### config.mk
export PLATFORM = sky130hd
export DESIGN_NAME = lane_evt_counter
export DESIGN_NICKNAME = d
export VERILOG_FILES = /design/src/rtl/lec_pkg.sv /design/src/rtl/lec_ctl.sv /design/src/rtl/lec_evsel.sv /design/src/rtl/lec_satcnt.sv /design/src/rtl/lane_evt_counter.sv
export SDC_FILE = /design/constraint.sdc
export NUM_CORES = 1
export LEC_CHECK = 0
export BUFFER_PORTS_ARGS = -buffer_cell sky130_fd_sc_hd__clkbuf_2
export CORE_ASPECT_RATIO = 0.6
export CORE_MARGIN = 2
export CORE_UTILIZATION = 50
export CTS_CLUSTER_SIZE = 14
export DETAILED_ROUTE_END_ITERATION = 8
export PLACE_DENSITY = 0.88
export SETUP_SLACK_MARGIN = 0.15
export SLEW_MARGIN = 20
export SYNTH_ARGS = -nofsm -noshare
export SYNTH_HDL_FRONTEND = slang
export SYNTH_SLANG_ARGS = --single-unit
### constraint.sdc
create_clock -name clk -period 5.25 [get_ports clk]
set_input_delay 1.05 -clock clk [delete_from_list [all_inputs] [get_ports clk]]
set_output_delay 1.05 -clock clk [all_outputs]
set_load 0.05 [all_outputs]
### src/rtl/lec_pkg.sv
package lec_pkg;
   localparam int unsigned CTL_OFS  = 32'h08;
   localparam int unsigned CNT_OFS  = 32'h0C;
   localparam int unsigned EV_LSB   = 16;
   localparam int unsigned EV_W     = 12;
   localparam int unsigned LANE_LSB = 8;
   localparam int unsigned LANE_W   = 4;
   localparam int unsigned STAT_BIT = 7;
   localparam int unsigned EN_LSB   = 2;
   localparam int unsigned EN_W     = 3;
   localparam int unsigned CLR_LSB  = 0;
   localparam int unsigned CLR_W    = 2;
   localparam logic [EN_W-1:0]  EN_START = 3'd3;
   localparam logic [EN_W-1:0]  EN_STOP  = 3'd1;
   localparam logic [CLR_W-1:0] CLR_GO   = 2'd1;
   localparam logic [EV_W-1:0]  LINK_BASE = 12'h600;
   localparam logic [EV_W-1:0]  TXN_BASE  = 12'h700;
endpackage

### src/rtl/lec_ctl.sv
module lec_ctl
   import lec_pkg::*;
(
   input  logic              clk,
   input  logic              rst_n,
   input  logic              wr,
   input  logic [EV_W-1:0]   ev_in,
   input  logic [LANE_W-1:0] lane_in,
   input  logic [EN_W-1:0]   en_cmd,
   input  logic [CLR_W-1:0]  clr_cmd,
   output logic [EV_W-1:0]   ev_q,
   output logic [LANE_W-1:0] lane_q,
   output logic              run_q,
   output logic              clr_go
);
   always_ff @(posedge clk or negedge rst_n) begin
      if (!rst_n) begin
         ev_q   <= '0;
         lane_q <= '0;
         run_q  <= 1'b0;
      end else if (wr) begin
         ev_q   <= ev_in;
         lane_q <= lane_in;
         if (en_cmd == EN_START)
            run_q <= 1'b1;
         else if (en_cmd == EN_STOP)
            run_q <= 1'b0;
      end
   end

   assign clr_go = wr && (clr_cmd == CLR_GO);
endmodule

### src/rtl/lec_evsel.sv
module lec_evsel
   import lec_pkg::*;
#(
   parameter int unsigned LANES  = 4,
   parameter int unsigned LINK_N = 7,
   parameter int unsigned TXN_N  = 24
) (
   input  logic [EV_W-1:0]         ev,
   input  logic [LANE_W-1:0]       lane,
   input  logic [LANES*LINK_N-1:0] link_evt,
   input  logic [LANES*TXN_N-1:0]  txn_evt,
   output logic                    sel_ok,
   output logic                    hit
);
   localparam int unsigned LI_W    = (LINK_N > 1) ? $clog2(LINK_N) : 1;
   localparam int unsigned TI_W    = (TXN_N > 1) ? $clog2(TXN_N) : 1;
   localparam int unsigned LI_SPAN = 2 ** LI_W;
   localparam int unsigned TI_SPAN = 2 ** TI_W;
   localparam int unsigned LSPAN   = 2 ** LANE_W;

   logic            link_ok, txn_ok, lane_ok;
   logic [LI_W-1:0] link_idx;
   logic [TI_W-1:0] txn_idx;
   logic [LSPAN-1:0] lane_hit;

   assign link_ok  = (ev >= LINK_BASE) && (ev < LINK_BASE + EV_W'(LINK_N));
   assign txn_ok   = (ev >= TXN_BASE) && (ev < TXN_BASE + EV_W'(TXN_N));
   assign link_idx = ev[LI_W-1:0];
   assign txn_idx  = ev[TI_W-1:0];
   assign lane_ok  = {1'b0, lane} < (LANE_W+1)'(LANES);

   for (genvar l = 0; l < LSPAN; l++) begin : g_lane
      if (l < LANES) begin : g_live
         logic [LI_SPAN-1:0] lv;
         logic [TI_SPAN-1:0] tv;
         assign lv = LI_SPAN'(link_evt[l*LINK_N +: LINK_N]);
         assign tv = TI_SPAN'(txn_evt[l*TXN_N +: TXN_N]);
         assign lane_hit[l] = link_ok ? lv[link_idx] : (txn_ok ? tv[txn_idx] : 1'b0);
      end else begin : g_dead
         assign lane_hit[l] = 1'b0;
      end
   end

   assign sel_ok = lane_ok && (link_ok || txn_ok);
   assign hit    = sel_ok && lane_hit[lane];
endmodule

### src/rtl/lec_satcnt.sv
module lec_satcnt #(
   parameter int unsigned W = 32
) (
   input  logic         clk,
   input  logic         rst_n,
   input  logic         clr,
   input  logic         inc,
   output logic [W-1:0] count
);
   always_ff @(posedge clk or negedge rst_n) begin
      if (!rst_n)
         count <= '0;
      else if (clr)
         count <= '0;
      else if (inc && (count != '1))
         count <= count + 1'b1;
   end
endmodule

### src/rtl/lane_evt_counter.sv
module lane_evt_counter
   import lec_pkg::*;
#(
   parameter int unsigned LANES  = 4,
   parameter int unsigned LINK_N = 7,
   parameter int unsigned TXN_N  = 24,
   parameter int unsigned CNT_W  = 32,
   parameter int unsigned ADDR_W = 8
) (
   input  logic                    clk,
   input  logic                    rst_n,
   input  logic                    wr_en,
   input  logic [ADDR_W-1:0]       addr,
   input  logic [31:0]             wdata,
   output logic [31:0]             rdata,
   input  logic [LANES*LINK_N-1:0] link_evt,
   input  logic [LANES*TXN_N-1:0]  txn_evt
);
   if (LANES < 1 || LANES > 2 ** LANE_W) begin : g_bad_lanes
      $error("LANES must lie in 1..16");
   end
   if (LINK_N < 1 || LINK_N > 256 || TXN_N < 1 || TXN_N > 256) begin : g_bad_groups
      $error("event group sizes must lie in 1..256");
   end
   if (CNT_W < 1 || CNT_W > 32) begin : g_bad_cnt
      $error("CNT_W must lie in 1..32");
   end
   if (ADDR_W < 4) begin : g_bad_addr
      $error("ADDR_W must be at least 4");
   end

   logic              wr_ctl, clr_go, run_q, sel_ok, hit;
   logic [EV_W-1:0]   ev_q;
   logic [LANE_W-1:0] lane_q;
   logic [CNT_W-1:0]  count_q;
   logic              unused_wbits;

   assign wr_ctl       = wr_en && (addr == ADDR_W'(CTL_OFS));
   assign unused_wbits = ^{wdata[31:EV_LSB+EV_W], wdata[EV_LSB-1:LANE_LSB+LANE_W],
                           wdata[LANE_LSB-1:EN_LSB+EN_W]};

   lec_ctl u_ctl (
      .clk     (clk),
      .rst_n   (rst_n),
      .wr      (wr_ctl),
      .ev_in   (wdata[EV_LSB +: EV_W]),
      .lane_in (wdata[LANE_LSB +: LANE_W]),
      .en_cmd  (wdata[EN_LSB +: EN_W]),
      .clr_cmd (wdata[CLR_LSB +: CLR_W]),
      .ev_q    (ev_q),
      .lane_q  (lane_q),
      .run_q   (run_q),
      .clr_go  (clr_go)
   );

   lec_evsel #(.LANES(LANES), .LINK_N(LINK_N), .TXN_N(TXN_N)) u_sel (
      .ev       (ev_q),
      .lane     (lane_q),
      .link_evt (link_evt),
      .txn_evt  (txn_evt),
      .sel_ok   (sel_ok),
      .hit      (hit)
   );

   lec_satcnt #(.W(CNT_W)) u_cnt (
      .clk   (clk),
      .rst_n (rst_n),
      .clr   (clr_go),
      .inc   (run_q && hit),
      .count (count_q)
   );

   always_comb begin
      rdata = '0;
      if (addr == ADDR_W'(CTL_OFS)) begin
         rdata[EV_LSB +: EV_W]     = ev_q;
         rdata[LANE_LSB +: LANE_W] = lane_q;
         rdata[STAT_BIT]           = run_q;
      end else if (addr == ADDR_W'(CNT_OFS)) begin
         rdata = 32'(count_q);
      end
   end
endmodule

==> out/results.tsv, run 1 <==
metric	value	unit
worst_path_class_setup	flop to flop	
die-area	0.00876	mm^2
vias_in_the_first_global_route	4234	
design_power_total	951	uW
async_flop_share	100	%
cp-startpoint	u_ctl.ev_q[0]	
dp_hpwl	9710	um
worst_reg2reg_startpoint	u_ctl.ev_q[0]	
worst_path_dominant_cell_family	compound AO/OA/AOI/OAI gates	
synth.distinct_cells	47	
post-place-ws	1.21	ns
wl_per_cell	18.0	um
finalWorstPathRequiredPeriod	3.85	ns
crit_path_max_incr_delay	0.94	ns
portion_of_the_post_synthesis_area_used_by_sequential_elements	30.7	%
summed_instance_area_of_the_synthesized_netlist	0.00400	mm^2
setup_crit_end_kind	flop	
timing.reg2reg.setup_slack	1.40	ns
synthesis.nets	588	
fin_setup_tns	0	ns
final_design_area_no_fill	0.00515	mm^2
leakagePower	2.37	nW
grt_first_pass_wirelength	20300	um
critPathMaxFanout	34	
max_cap_violations	0	
finalWirelength	12500	um
remaining_antenna_violation_count	0	
worstMarginPinSlew	0.891	ns
clk_path_buf_depth	2	
timing.critical_path.required	5.42	ns
die_x	119	um
place.port_buffers	187	
start_kind	flop	
timing.final.setup_violations	0	
post_cts_resize_count	0	
yosys_warnings	0	
cts_hold_buf	0	
cts_inserted_buffers	5	
arrival	4.03	ns
first_pass_iteration_count_of_the_detailed_router	4	
coreArea	0.00782	mm^2
detailed_route_vias_per_instance	6.02	
cpMaxStageDelayCell	dfrtp_2	
final_hold_viol_count	0	
grt.total_usage	29.3	%
numClockSinks	49	
routabilityCongestion	0.845	
hold-worst-slack	0.537	ns
initial_standard_cell_utilization_of_the_core	51.2	%
run_status	complete, no violations	
post-route-worst-setup-slack	1.40	ns
area_delta_synth_final	28.7	%
grt_setup_unrepaired	no	
postCtsSetupBuffers	0	
ir_worst_vdd	0.188	mV
fin_crit_share	73.4	%
detail_route.drc_violations	0	
timing.max_slew.rel_slack	40.6	%
grt_start_max_net_pins	55	
fin_skew	0.00703	ns
drt_first_iter_violations	232	
max_clock_freq	259	MHz
total_number_of_h_tree_levels	2	
finish.net_count	757	
row_count	25	
clock_tree_from_tritoncts	built	
synthesis.instances	420	
grt_antenna_before_repair	0	
hold_class	flop to flop	
dieHeight	73.3	um
route.vias.total	4200	
synth_seq_cells	49	
insertion_delay	0.29	ns
worstSetupEndpoint	u_cnt.count[1]	
post_route_cells_drive_above_1_share	40.8	%
crit_cells	9	
cp.buffers_inverters	1	
io_pins	199	
ys.flop_type	dfrtp_1	
ff2ff_path_depth	9	
cts_root_buffer	clkbuf_16	
globalRoute.totalOverflow	0	
syn_avg_cell_area	9.52	um^2
antenna-diode-count	0	
path_cells	mux4_2, mux2_2, a221oi_1, nand2_1, a32o_1, o221ai_4, buf_16, mux2i_1, nor2_1	
placement.cell_area	0.00494	mm^2
synth_edf_count	0	
drv_slew	0	
cts.reportedPaths.clkPinSlew	0.07	ns
reg2reg_to	u_cnt.count[1]	
power_per_cell_area	185	mW/mm^2
## cell families (layout without fill, tap and decap cells)
| family | after synthesis | in the layout | synth area share (%) |
|---|---|---|---|
| AND/OR/NAND/NOR | 157 | 157 | 21.6 |
| multiplexers | 90 | 90 | 28.3 |
| AO/OA/AOI/OAI | 86 | 86 | 14.2 |
| flip-flops | 49 | 49 | 30.7 |
| buffers and inverters | 36 | 206 | 4.72 |
| adder cells (fa/ha/maj) | 1 | 1 | 0.313 |
| XOR/XNOR | 1 | 1 | 0.219 |
## final cells by class
| cell class | instances | area, um^2 |
|---|---|---|
| clock buffers | 6 | 139 |
| clock inverters | 2 | 37.5 |
| fillers | 664 | 2670 |
| inverters | 5 | 18.8 |
| multi-input cells | 335 | 2590 |
| flip-flops and latches | 49 | 1230 |
| well taps | 108 | 135 |
| repair buffers | 193 | 1000 |
## power breakdown
group / total [mW] / internal, mW / switching (mW)
Sequential: 0.399 / 0.383 / 0.0156
Combinational: 0.166 / 0.0963 / 0.0693
Clock: 0.386 / 0.238 / 0.148
Total: 0.951 / 0.718 / 0.233
## metal layers
| metal | global-route usage (%) | up-vias | part of all wire, % | routed length [um] |
|---|---|---|---|---|
| li1 | - | 1962 | - | - |
| met1 | 39.1 | 2025 | 45 | 5660 |
| met2 | 49.8 | 194 | 46 | 5730 |
| met3 | 6.29 | 19 | 7.9 | 996 |
| met4 | 6.67 | 0 | 1.2 | 148 |
| met5 | 0 | - | 0 | 0 |
## how the worst min path moves through the flow
| stage | from | to | slack (ns) | cells after the start |
|---|---|---|---|---|
| 2_1_floorplan | u_ctl.ev_q[7] | u_ctl.ev_q[7] | 0.49 | 1 |
| 3_3_place_gp | u_ctl.ev_q[7] | u_ctl.ev_q[7] | 0.52 | 1 |
| 3_5_place_dp | u_ctl.ev_q[5] | u_ctl.ev_q[5] | 0.52 | 1 |
| 4_1_cts | u_ctl.ev_q[5] | u_ctl.ev_q[5] | 0.54 | 1 |
| 5_1_grt | u_ctl.ev_q[5] | u_ctl.ev_q[5] | 0.55 | 1 |
| 6_report | u_ctl.ev_q[5] | u_ctl.ev_q[5] | 0.54 | 1 |
## Yosys cell counts, types with 4 or more instances
master / number / area [um^2]
mux2i_1: 53 / 531
nand3b_1: 7 / 52.6
a21oi_1: 28 / 140
inv_1: 5 / 18.8
and3_1: 19 / 119
buf_2: 6 / 30.0
nand2_1: 24 / 90.1
nor2_1: 27 / 101
o21ai_1: 9 / 45.0
and2_1: 5 / 31.3
o21ai_0: 13 / 65.1
o31ai_1: 9 / 67.6
nand3_1: 18 / 90.1
dfrtp_1: 49 / 1230
nand4_1: 10 / 62.6
nor4_1: 4 / 25.0
buf_4: 4 / 30.0
or3_1: 18 / 113
or4_1: 9 / 67.6
o211ai_1: 4 / 30.0
a22oi_1: 11 / 82.6
mux4_1: 4 / 105
mux2_2: 22 / 248
nor2b_1: 4 / 25.0
clkbuf_1: 14 / 52.6
mux4_2: 11 / 248
buf_1: 4 / 15.0
## stage by stage
stage | cells | utilization (%)
finish | 698 | 65.8
global route | 698 | 65.8
CTS | 697 | 65.5
detailed placement | 689 | 63.2
global placement | 689 | 63.2
floorplan | 420 | -
## cells in the final DEF (no fill, tap or decap), drive strengths merged, types with 2 or more instances in the layout
cell      n
a221oi    3
nor2b     4
nand2    24
o21a      3
or4       9
buf       6
a22oi    11
and4      3
nand3    18
nor3b     2
a21oi    28
mux4     15
clkbuf  193
o211ai    4
and2      6
inv       5
and3     19
nor2     27
or3      18
o21ai    22
mux2i    53
dfrtp    49
nor4      4
nor3      3
o31ai     9
nand3b    7
mux2     22
nand4    10
## sequential cells by signal, indices dropped and copies added (netlist names)
signal        flops
u_ctl.lane_q      4
u_ctl.ev_q       12
u_ctl.run_q       1
u_cnt.count      32
Power figures use the tool's default switching activity.
==> inputs of run 2 (changes only) <==
- ABC_AREA: default -> 1
- CORE_UTILIZATION: 50 -> 44
- PLACE_DENSITY: 0.88 -> 0.81
- clock period: 5.25 -> 3.4 ns (I/O delays scaled with it)
==> run 2 against run 1 <==
- hold slack got worse by 0.16 ns
- synthesized area rose by 8.8%
- core utilization fell by 6.9 points
- non-clock buffer count rose by 4
- setup slack got worse by 1.0 ns
- clock skew rose by 0.0027 ns
- routed wire length rose by 26%
- flip-flop and latch count did not move
- clock power rose by 53%
- die area rose by 23%
- clock-buffer cell count fell by 1
- register-to-register slack got worse by 0.80 ns
- critical endpoint is now rdata[10]
- largest cell class unchanged
- largest power group unchanged
==> out/results.tsv, run 2 <==
metric	value	unit	change
leakagePower	3.08	nW	+30%
reg_top3	u_cnt.count: 32 flops, u_ctl.ev_q: 12 flops, u_ctl.lane_q: 4 flops		
post_route_cells_drive_above_1_share	25.6	%	-15 points
detailed_route_vias_per_instance	5.50		-8.7%
fin_crit_share	88.4	%	
detail_route.drc_violations	0		unchanged
n_fill_cell	923		+39%
max_cap_violations	0		unchanged
crit_cells	5		-4
final_hold_viol_count	0		unchanged
synthesis.instances	725		+73%
synth_top_family_by_area	simple AND/OR/NAND/NOR gates		
insertion_delay	0.29	ns	about the same
max_clock_freq	333	MHz	
clk_path_buf_depth	2		unchanged
post-synth-top-area-fraction	28.2	%	-2.5 points
ys.flop_type	dfrtp_1		
synth-adder-area-share	0.287	%	-0.025 points
fin_setup_tns	0	ns	unchanged
worst_path_dominant_cell_family	simple AND/OR/NAND/NOR gates		
yosys_warnings	0		unchanged
globalRoute.totalOverflow	0		unchanged
drv_slew	0		unchanged
yosys.area_share.simple	49.4	%	+28 points
summed_instance_area_of_the_synthesized_netlist	0.00435	mm^2	+8.8%
grt.total_usage	29.7	%	+0.35 points
grt_start_max_net_pins	64		+16%
synthMostInstantiatedCell	nand2_1		
die_x	132	um	+11%
setup_crit_end_kind	output port		
synth_compound_gate_area_share	10.7	%	-3.5 points
place.port_buffers	187		unchanged
cpMaxStageDelayCell	o22ai_1		
cts_hold_buf	0		unchanged
cts.reportedPaths.clkPinSlew	0.07	ns	about the same
timing.critical_path.required	2.72	ns	-2.70 ns
finish.net_count	1062		+40%
post_cts_resize_count	0		unchanged
grt_antenna_before_repair	0		unchanged
remaining_antenna_violation_count	0		unchanged
grt_first_pass_wirelength	25600	um	+26%
layout_common_cells	nand2_1, clkbuf_2, nand3_1		
synth_xor_area_share	0.201	%	-0.018 points
postCtsSetupBuffers	0		unchanged
ff2ff_path_depth	15		+6
timing.max_slew.rel_slack	59.0	%	+18 points
dp_hpwl	11800	um	+22%
grt_setup_unrepaired	no		
wl_per_cell	15.3	um	-15%
synth.top_cells.by_area	dfrtp_1, nand2_1, nand3_1, nor2_1, inv_1		
cts_inserted_buffers	5		unchanged
yosys-top-cells-count	nand2_1, nand3_1, nor2_1, inv_1, dfrtp_1		
crit_path_max_incr_delay	0.50	ns	-0.44 ns
start_kind	input pin		
synthMuxAreaShare	0	%	-28 points
arrival	2.33	ns	-1.70 ns
post-place-ws	0.449	ns	-0.758 ns
coreArea	0.00974	mm^2	+25%
cts_root_buffer	clkbuf_16		
syn_avg_cell_area	6.00	um^2	-37%
largest_register	u_cnt.count		
drt_first_iter_violations	576		+150%
dieHeight	81.0	um	+11%
antenna-diode-count	0		unchanged
run_status	complete, no violations		
die-area	0.0107	mm^2	+23%
row_count	28		+12%
clock_tree_from_tritoncts	built		
synth_edf_count	0		unchanged
synthesis.nets	893		+52%
cp.buffers_inverters	2		+1
finish.utilization	59.0	%	-6.9 points
ir_worst_vdd	0.195	mV	+4.1%
routabilityCongestion	0.975		+15%
first_pass_iteration_count_of_the_detailed_router	6		+2
power_per_cell_area	282	mW/mm^2	+52%
largest_reg_flops	32		unchanged
finalWorstPathRequiredPeriod	3.01	ns	
numClockSinks	49		unchanged
netlist.top_cell.by_area	dfrtp_1		
timing.final.setup_violations	0		unchanged
critPathMaxFanout	15		-56%
fin_skew	0.00978	ns	+0.00274 ns
initial_standard_cell_utilization_of_the_core	44.7	%	-6.5 points
design_power_total	1.62	mW	+70%
worst_path_class_setup	input pin to output port		
worstMarginPinSlew	0.614	ns	-0.278 ns
portion_of_the_post_synthesis_area_used_by_sequential_elements	28.2	%	-2.5 points
finalWirelength	15800	um	+26%
path_cells	clkbuf_2, nor4_1, nand2_1, o22ai_1, buf_12		
layout_commonest_cell	nand2_1		
total_number_of_h_tree_levels	2		unchanged
synth.distinct_cells	40		-15%
synth_seq_cells	49		unchanged
area_delta_synth_final	31.9	%	
post-route-worst-setup-slack	0.393	ns	-1.00 ns
async_flop_share	100	%	unchanged
vias_in_the_first_global_route	5261		+24%
io_pins	199		unchanged
hold_class	input pin to async pin		
route.vias.total	5661		+35%
==> run 2: cell families (layout without fill, tap and decap cells) <==
family,after synthesis,after routing
buf+inv,110,280
flops,49,49
simple gates,485,485
xor+xnor,1,1
fa+ha+maj,1,1
compound gates,79,79
==> run 2: per-layer routing <==
metal	share of wire (%)	global-route usage [%]	wire length (um)	vias up
li1	-	-	-	2710
met5	0	0	0	-
met1	44	41.3	6900	2571
met4	1.6	7.63	253	0
met3	12	6.62	1930	35
met2	42	47.2	6710	345
==> run 2: final cells by class <==
cell class | instances | area [um^2] | area share, %
multi-input combinational | 566 | 2640 | 45.9
inverter | 75 | 288 | 5.01
clock inverter | 3 | 50.0 | 0.872
timing repair buffer | 197 | 1250 | 21.7
clock buffer | 5 | 125 | 2.18
sequential | 49 | 1230 | 21.4
tap | 135 | 169 | 2.94
==> run 2: metrics by stage <==
stage	cells	hold slack, ns	cell area [um^2]
3_5_place_dp	1022	0.506	5570
6_report	1030	0.378	5740
4_1_cts	1030	0.394	5740
5_1_grt	1030	0.434	5740
2_1_floorplan	725	0.384	4350
3_3_place_gp	1022	0.504	5570
==> run 2: power breakdown <==
part	internal [mW]	leakage, nW	switching [mW]
Combinational	0.158	2.51	0.238
Clock	0.354	0.0859	0.238
Sequential	0.605	0.487	0.0241
==> run 2: path summary, 6_finish.rpt <==
kind / startpoint / to / slack [ns]
setup reg to reg: u_ctl.ev_q[0] / u_cnt.count[30] / 0.60
max in group asynchronous: rst_n / u_cnt.count[26] / 2.20
hold reg to reg: u_ctl.ev_q[5] / u_ctl.ev_q[5] / 0.52
hold / removal: rst_n / u_cnt.count[13] / 0.38
setup / recovery: addr[5] / rdata[10] / 0.39
min in group clk: u_ctl.ev_q[5] / u_ctl.ev_q[5] / 0.52
==> inputs of run 3 (changes only) <==
- CORE_UTILIZATION: 44 -> 45
- PLACE_DENSITY: 0.81 -> 0.8
- SYNTH_HIERARCHICAL: default -> 1
==> run 3 against run 2 <==
- critical path depth is 14 higher
- maximum frequency increased by 4.8%
- sequential power fell by 0.6%
- synthesized cell count increased by 17%
- global-route usage is 2.5 points lower
- final cell count rose by 12%
- register-to-register slack lost 0.07 ns
- die area is 11% higher
- largest power group unchanged
- highest routed layer unchanged
==> out/results.tsv, run 3 <==
metric	value	unit	change
reg_top3	u_cnt/count: 32 flops, u_ctl/ev_q: 12 flops, u_ctl/lane_q: 4 flops		
path_cells	inv_4, buf_4, nand2_1, nand3_1, nand4_1, nand3_1, nand3_1, nand2_1, nand3_1, nand2_1, nand2_1, a21oi_2, nand2_1, inv_1, nand2_8, nand2_4, inv_2, nand2_1, nand2_1		
max_cap_violations	0		unchanged
grt_start_max_net_pins	35		-45%
first_pass_iteration_count_of_the_detailed_router	5		-1
worstMarginPinSlew	0.682	ns	+0.0681 ns
globalRoute.totalOverflow	0		unchanged
leakagePower	3.40	nW	+10%
synthesis.instances	848		+17%
drt_first_iter_violations	506		-12%
timing.critical_path.required	3.58	ns	+0.86 ns
hold_class	input pin to async pin		
postCtsSetupBuffers	0		unchanged
cpMaxStageDelayCell	dfrtp_2		
grt_setup_unrepaired	no		
clk_path_buf_depth	2		unchanged
largest_register	u_cnt/count		
vias_in_the_first_global_route	5337		+1.4%
post-place-ws	0.421	ns	-0.0282 ns
post_route_cells_drive_above_1_share	26.1	%	+0.52 points
finish.net_count	1187		+12%
fin_skew	0.00492	ns	-0.00485 ns
crit_path_max_incr_delay	0.43	ns	-0.07 ns
n_fill_cell	1112		+20%
die_x	140	um	+5.6%
syn_avg_cell_area	5.88	um^2	-2.1%
grt.total_usage	27.2	%	-2.5 points
finalWorstPathRequiredPeriod	2.87	ns	-0.138 ns
multi_input_comb_area	0.00310	mm^2	+18%
area_delta_synth_final	21.7	%	
power_per_cell_area	245	mW/mm^2	-13%
start_kind	flop		
max_clock_freq	349	MHz	+4.8%
cts.reportedPaths.clkPinSlew	0.06	ns	about the same
largest_reg_flops	32		unchanged
layout_commonest_cell	nand2_1		
cts_inserted_buffers	5		unchanged
total_number_of_h_tree_levels	2		unchanged
clock_tree_from_tritoncts	built		
cts_hold_buf	0		unchanged
antenna-diode-count	0		unchanged
grt_first_pass_wirelength	26500	um	+3.4%
finalWirelength	15900	um	+0.46%
fin_crit_share	84.4	%	-4.1 points
grt_antenna_before_repair	0		unchanged
regArea	0.00123	mm^2	+0.20%
die-area	0.0120	mm^2	+11%
coreArea	0.0107	mm^2	+9.5%
detailed_route_vias_per_instance	5.14		-6.5%
fin_setup_tns	0	ns	unchanged
cts_root_buffer	clkbuf_16		
post-route-worst-setup-slack	0.531	ns	+0.138 ns
path_common_cell	nand2_1		
route.vias.total	5951		+5.1%
critPathMaxFanout	27		+12
timing.final.setup_violations	0		unchanged
summed_instance_area_of_the_synthesized_netlist	0.00498	mm^2	+14%
dieHeight	85.5	um	+5.5%
initial_standard_cell_utilization_of_the_core	46.7	%	+2.0 points
yosys_warnings	6		+6
numClockSinks	49		unchanged
ir_worst_vdd	0.181	mV	-7.2%
dp_hpwl	12600	um	+6.6%
final_hold_viol_count	0		unchanged
arrival	3.05	ns	+0.72 ns
remaining_antenna_violation_count	0		unchanged
timing.max_slew.rel_slack	54.5	%	-4.5 points
insertion_delay	0.29	ns	about the same
drv_slew	0		unchanged
row_count	29		+3.6%
routabilityCongestion	0.954		-2.2%
io_pins	199		unchanged
wl_per_cell	13.7	um	-11%
synthesis.nets	1016		+14%
detail_route.drc_violations	0		unchanged
setup_crit_end_kind	flop		
layout_common_cells	nand2_1, clkbuf_2, nand3_1		
run_status	complete, no violations		
worst_path_class_setup	flop to flop		
place.port_buffers	187		unchanged
-- run 3: changes by cell type in the layout (fill, tap and decap cells not counted), moves of 14 or more --
cell      previous run  this run
o22ai_1             14         0
clkbuf_2           172       187
buf_12              16         0
nor3_1              17         1
nand2_1            240       317
inv_1               70        97
nand3_1            110       153
-- run 3: timing repair --
action | 4_1_cts | 5_1_grt
gates resized for setup | 0 | 6
hold endpoints to repair | 0 | 0
setup endpoints to repair | 0 | 21
-- run 3: layout make-up --
type	instances	share of cell area (%)
Clock buffer	6	2.12
Clock inverter	1	0.0825
Inverter	101	6.37
Multi-Input combinational cell	661	51.1
Sequential cell	49	20.3
Tap cell	139	2.87
Timing Repair Buffer	201	17.2
-- run 3: through the flow --
step	hold WS, ns	instances	utilization (%)	area (um^2)	total power [mW]
final	0.414	1158	56.9	6070	1.49
after CTS	0.432	1158	56.7	6050	1.50
after floorplan	0.384	848	-	4980	0.855
after global routing	0.466	1158	56.9	6070	1.58
after detailed placement	0.531	1151	55.5	5920	1.01
after global placement	0.528	1151	55.5	5920	1.01
-- run 3: worst max-delay path, delay by kind of cell, from the launching register on --
| family | cells | cell delay [ns] |
|---|---|---|
| DFF | 1 | 0.43 |
| and+or+nand+nor | 14 | 1.28 |
| buffers and inverters | 4 | 0.93 |
| AOI/OAI and AO/OA | 1 | 0.12 |
-- run 3: power breakdown --
group          internal [mW]  total, mW  switching [mW]
logic                  0.159      0.385           0.227
clock network          0.268      0.476           0.208
registers              0.601      0.625          0.0233
-- run 3: routing by layer --
metal / share of wire (%) / track usage (%) / vias to the layer above
met5: 0 / 0 / -
met4: 0.85 / 3.82 / 0
met3: 9.3 / 4.13 / 15
met2: 39 / 38.8 / 263
met1: 51 / 43.8 / 2652
li1: - / - / 3021
-- run 3: worst paths after layout --
| kind | depth (start not counted) | to | start | slack [ns] |
|---|---|---|---|---|
| worst max-delay path | 19 | u_cnt/count[2] | u_ctl/ev_q[0] | 0.53 |
| worst min-delay path | 1 | u_cnt/count[0] | rst_n | 0.41 |
| worst max register to register | 19 | u_cnt/count[2] | u_ctl/ev_q[0] | 0.53 |
| worst min register to register | 2 | u_ctl/lane_q[3] | u_ctl/lane_q[3] | 0.55 |
| max in group asynchronous | 2 | u_cnt/count[15] | rst_n | 2.29 |
| min in group clk | 2 | u_ctl/lane_q[3] | u_ctl/lane_q[3] | 0.55 |
